`src/rtl/iso_uart_pkg.sv`:
```
package iso_uart_pkg;

    // Positions in the clock-select register that pick 1x mode
    localparam int CKS_TX_ISO = 7;
    localparam int CKS_RX_ISO = 3;
    localparam int OVS        = 16;  // ticks per bit when oversampling

    typedef enum logic [2:0] {
        TX_IDLE, TX_PEND, TX_START, TX_DATA, TX_PAR, TX_STOP
    } tx_state_e;

    typedef enum logic [2:0] {
        RX_IDLE, RX_HUNT, RX_DATA, RX_PAR, RX_STOP
    } rx_state_e;

    typedef struct packed {
        logic par_en;
        logic par_odd;
    } frame_cfg_t;

    function automatic logic parity_of(input logic red, input logic odd);
        return red ^ odd;
    endfunction

endpackage

```
`src/rtl/iso_uart_tick.sv`:
```
module iso_uart_tick #(
    parameter int DIV = 2
) (
    input  logic clk,
    input  logic rst,
    output logic tick16,
    output logic bit16,
    output logic loc_clk
);
    import iso_uart_pkg::*;

    localparam int DCW = (DIV > 1) ? $clog2(DIV) : 1;
    localparam int SCW = $clog2(OVS);

    logic [DCW-1:0] dcnt;
    logic [SCW-1:0] scnt;

    assign tick16  = (dcnt == DCW'(DIV - 1));
    assign bit16   = tick16 && (scnt == SCW'(OVS - 1));
    assign loc_clk = scnt[SCW-1];

    always_ff @(posedge clk) begin
        if (rst) begin
            dcnt <= '0;
            scnt <= '0;
        end else if (tick16) begin
            dcnt <= '0;
            scnt <= scnt + 1'b1;
        end else begin
            dcnt <= dcnt + 1'b1;
        end
    end
endmodule

```
`src/rtl/iso_uart_tx.sv`:
```
module iso_uart_tx #(
    parameter int DATA_W = 8
) (
    input  logic                    clk,
    input  logic                    rst,
    input  logic                    bit_en,
    input  iso_uart_pkg::frame_cfg_t cfg,
    input  logic                    valid,
    input  logic [DATA_W-1:0]       data,
    output logic                    ready,
    output logic                    txd
);
    import iso_uart_pkg::*;

    localparam int BCW = (DATA_W > 1) ? $clog2(DATA_W) : 1;

    tx_state_e         st;
    logic [DATA_W-1:0] sh;
    logic [BCW-1:0]    bcnt;
    logic              pb;

    assign ready = (st == TX_IDLE);

    always_comb begin
        case (st)
            TX_START: txd = 1'b0;
            TX_DATA:  txd = sh[0];
            TX_PAR:   txd = pb;
            default:  txd = 1'b1;
        endcase
    end

    always_ff @(posedge clk) begin
        if (rst) begin
            st   <= TX_IDLE;
            sh   <= '0;
            bcnt <= '0;
            pb   <= 1'b0;
        end else begin
            case (st)
                TX_IDLE: if (valid) begin
                    sh <= data;
                    pb <= parity_of(^data, cfg.par_odd);
                    st <= TX_PEND;
                end
                TX_PEND:  if (bit_en) st <= TX_START;
                TX_START: if (bit_en) begin
                    st   <= TX_DATA;
                    bcnt <= '0;
                end
                TX_DATA: if (bit_en) begin
                    sh   <= sh >> 1;
                    bcnt <= bcnt + 1'b1;
                    if (bcnt == BCW'(DATA_W - 1))
                        st <= cfg.par_en ? TX_PAR : TX_STOP;
                end
                TX_PAR:  if (bit_en) st <= TX_STOP;
                TX_STOP: if (bit_en) st <= TX_IDLE;
                default: st <= TX_IDLE;
            endcase
        end
    end
endmodule

```
`src/rtl/iso_uart_rx.sv`:
```
module iso_uart_rx #(
    parameter int DATA_W = 8
) (
    input  logic                    clk,
    input  logic                    rst,
    input  logic                    iso,
    input  logic                    rise,
    input  logic                    tick,
    input  iso_uart_pkg::frame_cfg_t cfg,
    input  logic                    rxd,
    output logic                    valid,
    output logic [DATA_W-1:0]       data,
    output logic                    ferr,
    output logic                    perr
);
    import iso_uart_pkg::*;

    localparam int BCW = (DATA_W > 1) ? $clog2(DATA_W) : 1;
    localparam int PCW = $clog2(OVS);

    rx_state_e         st;
    logic [DATA_W-1:0] sh;
    logic [BCW-1:0]    bcnt;
    logic [PCW-1:0]    ph;
    logic              rp;
    logic              samp;

    assign samp = iso ? rise : (tick && (ph == PCW'(OVS - 1)));

    always_ff @(posedge clk) begin
        if (rst) begin
            st    <= RX_IDLE;
            sh    <= '0;
            bcnt  <= '0;
            ph    <= '0;
            rp    <= 1'b0;
            valid <= 1'b0;
            data  <= '0;
            ferr  <= 1'b0;
            perr  <= 1'b0;
        end else begin
            valid <= 1'b0;
            ferr  <= 1'b0;
            perr  <= 1'b0;
            case (st)
                RX_IDLE: begin
                    if (iso) begin
                        if (rise && !rxd) begin
                            st   <= RX_DATA;
                            bcnt <= '0;
                        end
                    end else if (tick && !rxd) begin
                        st <= RX_HUNT;
                        ph <= PCW'(1);
                    end
                end
                RX_HUNT: if (tick) begin
                    if (ph == PCW'(OVS / 2 - 1)) begin
                        if (!rxd) begin
                            st   <= RX_DATA;
                            ph   <= '0;
                            bcnt <= '0;
                        end else begin
                            st <= RX_IDLE;
                        end
                    end else begin
                        ph <= ph + 1'b1;
                    end
                end
                RX_DATA: begin
                    if (tick) ph <= ph + 1'b1;
                    if (samp) begin
                        sh   <= {rxd, sh[DATA_W-1:1]};
                        bcnt <= bcnt + 1'b1;
                        if (bcnt == BCW'(DATA_W - 1))
                            st <= cfg.par_en ? RX_PAR : RX_STOP;
                    end
                end
                RX_PAR: begin
                    if (tick) ph <= ph + 1'b1;
                    if (samp) begin
                        rp <= rxd;
                        st <= RX_STOP;
                    end
                end
                RX_STOP: begin
                    if (tick) ph <= ph + 1'b1;
                    if (samp) begin
                        valid <= 1'b1;
                        data  <= sh;
                        ferr  <= !rxd;
                        perr  <= cfg.par_en && (rp != parity_of(^sh, cfg.par_odd));
                        st    <= RX_IDLE;
                    end
                end
                default: st <= RX_IDLE;
            endcase
        end
    end
endmodule

```
`src/rtl/iso_uart_core.sv`:
```
module iso_uart_core #(
    parameter int DATA_W = 8,
    parameter int DIV    = 2
) (
    input  logic              clk,
    input  logic              rst,
    input  logic              cks_we,
    input  logic [7:0]        cks_wdata,
    output logic [7:0]        cks_o,
    input  logic              par_en,
    input  logic              par_odd,
    input  logic              tx_valid,
    input  logic [DATA_W-1:0] tx_data,
    output logic              tx_ready,
    output logic              txd,
    input  logic              tx_bclk,
    input  logic              rx_bclk,
    input  logic              rxd,
    output logic              rx_valid,
    output logic [DATA_W-1:0] rx_data,
    output logic              rx_ferr,
    output logic              rx_perr,
    output logic              loc_bclk_o,
    input  logic [1:0]        ms_mask,
    output logic              ms_chg
);
    import iso_uart_pkg::*;

    logic [7:0] cks_q;
    logic       tx_bclk_q, rx_bclk_q;
    logic       tx_rise, rx_rise;
    logic       tick16, bit16;
    logic       tx_en;
    logic       ms_q;
    frame_cfg_t cfg;

    assign cfg     = '{par_en: par_en, par_odd: par_odd};
    assign cks_o   = cks_q;
    assign tx_rise = tx_bclk && !tx_bclk_q;
    assign rx_rise = rx_bclk && !rx_bclk_q;
    assign tx_en   = cks_q[CKS_TX_ISO] ? tx_rise : bit16;
    assign ms_chg  = ms_q;

    always_ff @(posedge clk) begin
        if (rst) begin
            cks_q     <= '0;
            tx_bclk_q <= 1'b0;
            rx_bclk_q <= 1'b0;
            ms_q      <= 1'b0;
        end else begin
            if (cks_we) cks_q <= cks_wdata;
            tx_bclk_q <= tx_bclk;
            rx_bclk_q <= rx_bclk;
            ms_q      <= |(({rx_bclk, tx_bclk} ^ {rx_bclk_q, tx_bclk_q}) & ~ms_mask);
        end
    end

    iso_uart_tick #(.DIV(DIV)) tick_i (
        .clk     (clk),
        .rst     (rst),
        .tick16  (tick16),
        .bit16   (bit16),
        .loc_clk (loc_bclk_o)
    );

    iso_uart_tx #(.DATA_W(DATA_W)) tx_i (
        .clk    (clk),
        .rst    (rst),
        .bit_en (tx_en),
        .cfg    (cfg),
        .valid  (tx_valid),
        .data   (tx_data),
        .ready  (tx_ready),
        .txd    (txd)
    );

    iso_uart_rx #(.DATA_W(DATA_W)) rx_i (
        .clk   (clk),
        .rst   (rst),
        .iso   (cks_q[CKS_RX_ISO]),
        .rise  (rx_rise),
        .tick  (tick16),
        .cfg   (cfg),
        .rxd   (rxd),
        .valid (rx_valid),
        .data  (rx_data),
        .ferr  (rx_ferr),
        .perr  (rx_perr)
    );
endmodule

```
`config.mk`:
```
export PLATFORM = sky130hd
export DESIGN_NAME = iso_uart_core
export DESIGN_NICKNAME = d
export VERILOG_FILES = /design/src/rtl/iso_uart_pkg.sv /design/src/rtl/iso_uart_tick.sv /design/src/rtl/iso_uart_tx.sv /design/src/rtl/iso_uart_rx.sv /design/src/rtl/iso_uart_core.sv
export SDC_FILE = /design/constraint.sdc
export NUM_CORES = 1
export LEC_CHECK = 0
export CAP_MARGIN = 10
export CORE_ASPECT_RATIO = 0.6
export CORE_MARGIN = 3
export CORE_UTILIZATION = 48
export CTS_CLUSTER_DIAMETER = 200
export DETAILED_ROUTE_END_ITERATION = 8
export PLACE_DENSITY = 0.76
export SETUP_SLACK_MARGIN = 0.02
export SLEW_MARGIN = 20
export SYNTH_ARGS = -nofsm -noshare
export SYNTH_HDL_FRONTEND = slang
export SYNTH_SLANG_ARGS = --single-unit
```
`constraint.sdc`:
```
create_clock -name clk -period 1.72 [get_ports clk]
set_input_delay 0.344 -clock clk [delete_from_list [all_inputs] [get_ports clk]]
set_output_delay 0.344 -clock clk [all_outputs]
set_load 0.02 [all_outputs]
```
==> metrics.log, run 1 <==
INFO  metric worst_setup_hold_path_clk_slew = 0.07 ns
INFO  metric combinational_family_with_the_most_area_after_synthesis = simple AND/OR/NAND/NOR gates
INFO  metric place_congestion = 0.9125
INFO  metric postSynthNetCount = 382
INFO  metric crit-reg2reg-capture = tx_i.sh[2]
INFO  metric synth_commonest_cells = sky130_fd_sc_hd__dfxtp_1 (61), sky130_fd_sc_hd__nor2_1 (34), sky130_fd_sc_hd__a21oi_1 (29), sky130_fd_sc_hd__mux2i_1 (25), sky130_fd_sc_hd__o21ai_0 (25)
INFO  metric cts_buffers = 9
INFO  metric hp-start = tx_bclk
INFO  metric status = finished, violations left
INFO  metric core_region_area = 5859 sq um
INFO  metric min_period_over_period = 101.8%
INFO  metric yosys.cell_types.count = 57
INFO  metric number_of_register_bits_inferred_by_synthesis = 61
INFO  metric crit_path_start_kind = flop
INFO  metric wire_length_of_the_first_global_routing_pass = 13.31 mm
INFO  metric design.die.area = 7393 sq um
INFO  metric drt_pass1_iterations = 8
INFO  metric synth_sequential_area_ratio = 39.95%
INFO  metric first_global_vias = 2852
INFO  metric cp-end-kind = flop
INFO  metric cts_num_sinks = 61
INFO  metric holdCritPathClass = input port to flop
INFO  metric max_stage_delay = 0.36 ns
INFO  metric die_height = 67.82 um
INFO  metric mappedNetlistArea = 3057 sq um
INFO  metric first_iter_violations = 292
INFO  metric cts.path.max_buffers = 2
INFO  metric drt_drc_violations_left = 0
INFO  metric yosys.area.top_type = sky130_fd_sc_hd__dfxtp_1
INFO  metric power_density = 836.9 nW/um^2
INFO  metric routed_wl = 9.336 mm
INFO  metric clk_latency = 0.34 ns
INFO  metric antenna-diode-count = 0
INFO  metric ys_warnings = 0
INFO  metric worstPathCellList = buf_6 > buf_6 > nand4_1 > o21ai_2 > a31oi_4 > buf_6 > o21ai_2 > o41ai_2
INFO  metric fin_ws = -0.03131 ns
INFO  metric criticalPathCategory = flop to flop
INFO  metric floorplan.io_pins = 50
INFO  metric setup_viol = 7
INFO  metric synth_area_leaders = sky130_fd_sc_hd__dfxtp_1 (40%), sky130_fd_sc_hd__mux2i_1 (8.2%), sky130_fd_sc_hd__a21oi_1 (4.7%), sky130_fd_sc_hd__xnor2_1 (4.3%), sky130_fd_sc_hd__nor2_1 (4.2%)
INFO  metric initial_antenna_violation_count = 0
INFO  metric timing.critical_path.fanout_max = 7
INFO  metric max_freq = 571.0 MHz
INFO  metric grt_max_degree = 31
INFO  metric final_antenna_net_count = 0
INFO  metric timing.critical_path.arrival = 1.94 ns
INFO  metric cp_top_family = compound AO/OA/AOI/OAI gates
INFO  metric cp.buffers_inverters = 3
INFO  metric cap_viol_max_count = 0
INFO  metric hold_violations = 0
INFO  metric violations = setup timing
INFO  metric synth_top_area_share = 39.95%
INFO  metric synth_xor_xnor_area_share = 6.181%
INFO  metric cts-root-buf = sky130_fd_sc_hd__clkbuf_8
INFO  metric fin_nets = 483
INFO  metric synthesis.instances = 347
INFO  metric timing.critical_path.required = 1.91 ns
INFO  metric worst_margin_slew = 0.7137 ns
INFO  metric total_cell_area_at_the_placement_stage = 3970 sq um
INFO  metric yosys.area_share.adder = 3.602%
INFO  metric timing.critical_path.mode_cell = sky130_fd_sc_hd__buf_6
INFO  metric whs_path_depth = 2
INFO  metric post-dp-hpwl = 5.762 mm
INFO  metric critical_path.slowest_cell = sky130_fd_sc_hd__dfxtp_2
INFO  metric area_growth = 50.76%
INFO  metric reg2reg_depth = 8
INFO  metric standard_cell_rows = 21
INFO  metric globalRoute.totalOverflow = 0
INFO  metric filler_cell_count = 370
INFO  metric post_route_cells_drive_above_1_share = 32.96%
INFO  metric syn-mean-instance-area = 8.809 sq um
INFO  metric relSlewSlack = 52.42%
INFO  metric async_flop_share = 0%
INFO  metric synth_most_common_cell = sky130_fd_sc_hd__dfxtp_1
INFO  metric dominantRegCellSynth = sky130_fd_sc_hd__dfxtp_1
INFO  metric power.ir.vdd_worst = 541.8 uV
INFO  metric avgRoutedWirePerCell = 17.55 um
INFO  metric complex_gate_fraction_of_the_synthesized_area = 17.60%
INFO  metric post-route-cell-area = 4608 sq um
INFO  metric grt_setup_unrepaired = yes
INFO  metric final-max-slew-violation-count = 0
INFO  metric post-route-min-period = 1.751 ns
INFO  metric grt_use_total = 23.14%
INFO  metric reg2reg_from = tick_i.tick16
INFO  metric route.vias.total = 3099
INFO  metric synth-edff-count = 0
INFO  metric synth_simple_gate_area_share = 19.40%
INFO  metric timing.reg2reg.setup_slack = -0.03 ns
INFO  metric hold_path_end = tx_bclk_q
INFO  metric tritoncts_clock_tree = done
INFO  metric initial_standard_cell_utilization_of_the_core = 52.17%
INFO  metric htree_num_levels = 3
INFO  metric chipWidth = 109.0 um
INFO  metric p_total = 3.857 mW
INFO  metric p_leak = 1.915 nW
INFO  metric finalClockSkew = 0.01196 ns
INFO  metric vias_per_cell = 5.825
INFO  metric yosys-mux-area-fraction = 8.555%
INFO  metric port-buffer-count = 49
==> layout by cell type (no fill, tap or decap), types with 2 or more instances in the layout <==
cell type / Yosys / routed
sky130_fd_sc_hd__clkdlybuf4s50_1: 0 / 40
sky130_fd_sc_hd__nor3_1: 5 / 4
sky130_fd_sc_hd__nand4_1: 2 / 2
sky130_fd_sc_hd__o41ai_4: 0 / 3
sky130_fd_sc_hd__a21oi_2: 0 / 6
sky130_fd_sc_hd__nor2_1: 34 / 33
sky130_fd_sc_hd__dlymetal6s2s_1: 0 / 2
sky130_fd_sc_hd__ha_2: 0 / 2
sky130_fd_sc_hd__nand2_1: 22 / 21
sky130_fd_sc_hd__nand3b_1: 5 / 5
sky130_fd_sc_hd__o21ai_4: 0 / 2
sky130_fd_sc_hd__a41o_1: 2 / 2
sky130_fd_sc_hd__dfxtp_1: 61 / 50
sky130_fd_sc_hd__o21ai_2: 0 / 9
sky130_fd_sc_hd__ha_4: 0 / 2
sky130_fd_sc_hd__buf_4: 3 / 57
sky130_fd_sc_hd__inv_1: 7 / 7
sky130_fd_sc_hd__dlygate4sd2_1: 0 / 4
sky130_fd_sc_hd__buf_2: 3 / 2
sky130_fd_sc_hd__a21oi_1: 29 / 23
sky130_fd_sc_hd__nand4b_1: 3 / 3
sky130_fd_sc_hd__and2_4: 1 / 2
sky130_fd_sc_hd__xnor2_1: 15 / 15
sky130_fd_sc_hd__mux2i_1: 25 / 25
sky130_fd_sc_hd__dfxtp_4: 0 / 3
sky130_fd_sc_hd__xor2_1: 4 / 4
sky130_fd_sc_hd__buf_6: 1 / 7
sky130_fd_sc_hd__o22a_1: 2 / 2
sky130_fd_sc_hd__or3_1: 3 / 3
sky130_fd_sc_hd__o21ai_0: 25 / 15
sky130_fd_sc_hd__nor2b_1: 12 / 12
sky130_fd_sc_hd__ha_1: 8 / 4
sky130_fd_sc_hd__nand3_1: 10 / 9
sky130_fd_sc_hd__clkinvlp_4: 0 / 2
sky130_fd_sc_hd__o41ai_2: 0 / 5
sky130_fd_sc_hd__dfxtp_2: 0 / 8
sky130_fd_sc_hd__clkbuf_8: 0 / 12
==> report_power, final <==
group / internal (mW) / total [mW] / switching, mW
combinational: 0.560 / 1.10 / 0.542
clock: 0.630 / 1.18 / 0.548
sequential: 1.49 / 1.58 / 0.0890
==> stage by stage <==
stage	cells	setup WS [ns]	hold WS, ns	utilization, %	setup TNS (ns)
after global routing	532	-0.09251	0.3337	78.65	-0.9099
after detailed placement	507	-0.4837	0.4514	67.76	-13.84
after CTS	523	0.02339	0.3779	71.47	0
final	532	-0.03131	0.3197	78.65	-0.09341
after floorplan	347	0.03608	0.4233	-	0
after global placement	507	-0.4378	0.4431	67.76	-13.40
==> cell families after synthesis <==
| logic type | count (synthesis) |
|---|---|
| XOR/XNOR | 20 |
| adder cells (fa/ha/maj) | 9 |
| AO/OA/AOI/OAI | 86 |
| AND/OR/NAND/NOR | 113 |
| multiplexers | 26 |
| buffers and inverters | 32 |
| flip-flops | 61 |
==> timing repair <==
action	4_1_cts	5_1_grt
setup endpoints to repair	39	43
gates cloned	0	2
resized for setup	26	81
pin swaps	5	19
setup buffers	1	7
hold buffers	0	0
==> registers in the layout, indices dropped and copies added (netlist names), 3 cells and up <==
name / flops
tx_i.st: 3
tx_i.sh: 8
rx_i.sh: 8
rx_i.data: 8
rx_i.bcnt: 3
rx_i.ph: 4
tick_i.scnt: 4
cks_o: 8
rx_i.st: 3
tx_i.bcnt: 3
==> layer usage <==
layer  track usage, %  wire length (um)  vias up
li1                 -                 -     1452
met1            30.71              4046     1470
met2            38.07              4350      158
met3            6.409               800       19
met4            5.039               138        0
met5                0                 0        -
==> cell type report <==
type	instances	area, sq um	share of cell area [%]
Tap cell	80	100.1	2.172
Timing Repair Buffer	115	1037	22.51
Inverter	7	26.28	0.5702
Clock buffer	12	165.2	3.584
Multi-Input combinational cell	254	2017	43.77
Clock inverter	3	20.02	0.4344
Sequential cell	61	1242	26.96
==> worst max-delay path by stage <==
| stage | startpoint | slack (ns) | to | cells after the start |
|---|---|---|---|---|
| 2_1_floorplan | rx_bclk | 0.04 | rx_i.st[1] | 6 |
| 3_3_place_gp | rx_bclk | -0.44 | rx_i.data[3] | 9 |
| 3_5_place_dp | rx_bclk | -0.48 | rx_i.bcnt[2] | 7 |
| 4_1_cts | rx_i.bcnt[0] | 0.02 | rx_i.st[0] | 7 |
| 5_1_grt | rxd | -0.09 | rx_i.st[1] | 7 |
| 6_report | tick_i.tick16 | -0.03 | tx_i.sh[2] | 8 |
Power figures use the tool's default switching activity.
==> run 2, diff against run 1 <==
Settings changed: CELL_PAD_IN_SITES_DETAIL_PLACEMENT from default to 2, CELL_PAD_IN_SITES_GLOBAL_PLACEMENT from default to 2, CORE_UTILIZATION 48 to 32, HOLD_SLACK_MARGIN from default to 0.1, PLACE_DENSITY 0.76 to default, PLACE_DENSITY_LB_ADDON from default to 0.1.
Clock period 1.72 ns to 2 ns, I/O delays scaled along.
==> metrics.log, run 2 (synthesized netlist as in run 1, its figures left out) <==
INFO  metric vias_per_cell = 5.246
INFO  metric htree_num_levels = 3
INFO  metric power_density = 911.4 nW/um^2
INFO  metric cts.path.max_buffers = 2
INFO  metric die_height = 81.71 um
INFO  metric filler_cell_count = 973
INFO  metric min_period_over_period = 96.57%
INFO  metric port-buffer-count = 49
INFO  metric place_congestion = 0.8672
INFO  metric timing.critical_path.arrival = 2.20 ns
INFO  metric seq_area = 1231 sq um
INFO  metric wire_length_of_the_first_global_routing_pass = 17.08 mm
INFO  metric postCtsHoldBufs = 0
INFO  metric drt_pass1_iterations = 4
INFO  metric post-dp-hpwl = 7.508 mm
INFO  metric cap_viol_max_count = 0
INFO  metric cp-end-kind = flop
INFO  metric final_antenna_net_count = 0
INFO  metric holdCritPathClass = flop to flop
INFO  metric setup-tns-final = 0 ns
INFO  metric max_freq = 517.8 MHz
INFO  metric timing.critical_path.required = 2.27 ns
INFO  metric post-route-cell-area = 4295 sq um
INFO  metric design.die.area = 10800 sq um
INFO  metric globalRoute.totalOverflow = 0
INFO  metric multiInputGateArea = 1755 sq um
INFO  metric avgRoutedWirePerCell = 19.20 um
INFO  metric criticalPathCategory = input port to flop
INFO  metric finalClockSkew = 0.005065 ns
INFO  metric first_global_vias = 3162
INFO  metric core_region_area = 8881 sq um
INFO  metric tritoncts_clock_tree = done
INFO  metric hold_violations = 0
INFO  metric worst_setup_hold_path_clk_slew = 0.05 ns
INFO  metric clk_latency = 0.34 ns
INFO  metric grt_max_degree = 30
INFO  metric most-common-layout-cells = sky130_fd_sc_hd__dfxtp_1 (55), sky130_fd_sc_hd__clkdlybuf4s50_1 (46), sky130_fd_sc_hd__buf_4 (38)
INFO  metric initial_antenna_violation_count = 0
INFO  metric initial_standard_cell_utilization_of_the_core = 34.42%
INFO  metric routed_wl = 10.60 mm
INFO  metric floorplan.io_pins = 50
INFO  metric post_route_cells_drive_above_1_share = 19.25%
INFO  metric status = finished, final reports clean
INFO  metric crit_path_start_kind = input port
INFO  metric antenna-diode-count = 0
INFO  metric post-route-min-period = 1.931 ns
INFO  metric power.ir.vdd_worst = 399.5 uV
INFO  metric route.vias.total = 2896
INFO  metric timing.critical_path.fanout_max = 5
INFO  metric p_leak = 1.719 nW
INFO  metric grt_use_total = 20.62%
INFO  metric first_iter_violations = 99
INFO  metric drt_drc_violations_left = 0
INFO  metric layout_commonest_cell = sky130_fd_sc_hd__dfxtp_1
INFO  metric cts_num_sinks = 61
INFO  metric cts-root-buf = sky130_fd_sc_hd__clkbuf_16
INFO  metric standard_cell_rows = 26
INFO  metric chipWidth = 132.2 um
INFO  metric cts_buffers = 9
INFO  metric setup_viol = 0
INFO  metric worst_margin_slew = 0.6199 ns
INFO  metric fin_nets = 456
INFO  metric area_growth = 40.52%
INFO  metric relSlewSlack = 58.67%
INFO  metric final-max-slew-violation-count = 0
INFO  metric total_cell_area_at_the_placement_stage = 3887 sq um
-- run 2: changes by cell type in the layout (fill, tap and decap cells not counted), moves of 7 or more --
cell and delta:
sky130_fd_sc_hd__buf_4 -19, sky130_fd_sc_hd__clkbuf_8 -12, sky130_fd_sc_hd__o21ai_0 +9, sky130_fd_sc_hd__clkbuf_16 +8, sky130_fd_sc_hd__o21ai_2 -8, sky130_fd_sc_hd__o41ai_1 +8
sky130_fd_sc_hd__buf_6 -7
-- run 2: what timing repair did --
action                                  in CTS  in global routing
pin swaps                                    0                  3
resized for setup                           12                 14
endpoints found under the setup margin       7                 13
buffers inserted                             0                  0
-- run 2: worst max-delay path, cell delays in order --
cell	delay, ns
sky130_fd_sc_hd__clkdlybuf4s50_1	0.48
sky130_fd_sc_hd__ha_2	0.18
sky130_fd_sc_hd__and2_4	0.15
sky130_fd_sc_hd__a41o_1	0.14
sky130_fd_sc_hd__a32oi_2	0.16
sky130_fd_sc_hd__or4b_4	0.54
sky130_fd_sc_hd__a21oi_2	0.14
-- run 2: report_power, final --
part / switching, mW / internal (mW)
logic: 0.389 / 0.368
clock network: 0.575 / 1.22
registers: 0.0887 / 1.28
total: 1.05 / 2.86
-- run 2: cell type report --
| type | instances | area share (%) |
|---|---|---|
| clock buffers | 10 | 5.331 |
| clock inverters | 6 | 2.592 |
| inverters | 7 | 0.6117 |
| multi-input cells | 254 | 40.87 |
| flip-flops and latches | 61 | 28.66 |
| well taps | 126 | 3.670 |
| repair buffers | 88 | 18.26 |
-- run 2: path summary, 6_finish.rpt --
check / start / end / slack [ns] / depth (start not counted)
setup / recovery: rx_bclk / rx_i.bcnt[1] / 0.07 / 7
hold / removal: tx_i.bcnt[1] / tx_i.bcnt[1] / 0.46 / 2
setup reg to reg: rx_i.st[2] / rx_i.ph[2] / 0.15 / 6
hold reg to reg: tx_i.bcnt[1] / tx_i.bcnt[1] / 0.46 / 2
-- run 2: stage by stage --
| stage | utilization [%] | hold slack (ns) | cells | setup slack (ns) | power (mW) |
|---|---|---|---|---|---|
| floorplan | - | 0.4323 | 347 | 0.2439 | 1.765 |
| global placement | 43.77 | 0.4452 | 536 | -0.2609 | 2.072 |
| detailed placement | 43.77 | 0.4588 | 536 | -0.4031 | 2.110 |
| CTS | 47.86 | 0.4674 | 552 | 0.02326 | 3.943 |
| global route | 48.37 | 0.4984 | 552 | -0.001110 | 4.103 |
| finish | 48.37 | 0.4611 | 552 | 0.06860 | 3.915 |
-- run 2: per-layer routing --
layer	routed length [um]	up-vias	track usage, %
met5	0	-	0
met4	131	0	6.017
met3	344	13	5.753
met2	5143	43	36.30
met1	4978	1447	25.14
li1	-	1393	-
==> run 3, diff against run 2 <==
Settings changed: CTS_CLUSTER_SIZE from default to 16.
==> results of run 3 <==
No change in the layout: final DEF, timing and power equal those of run 2.
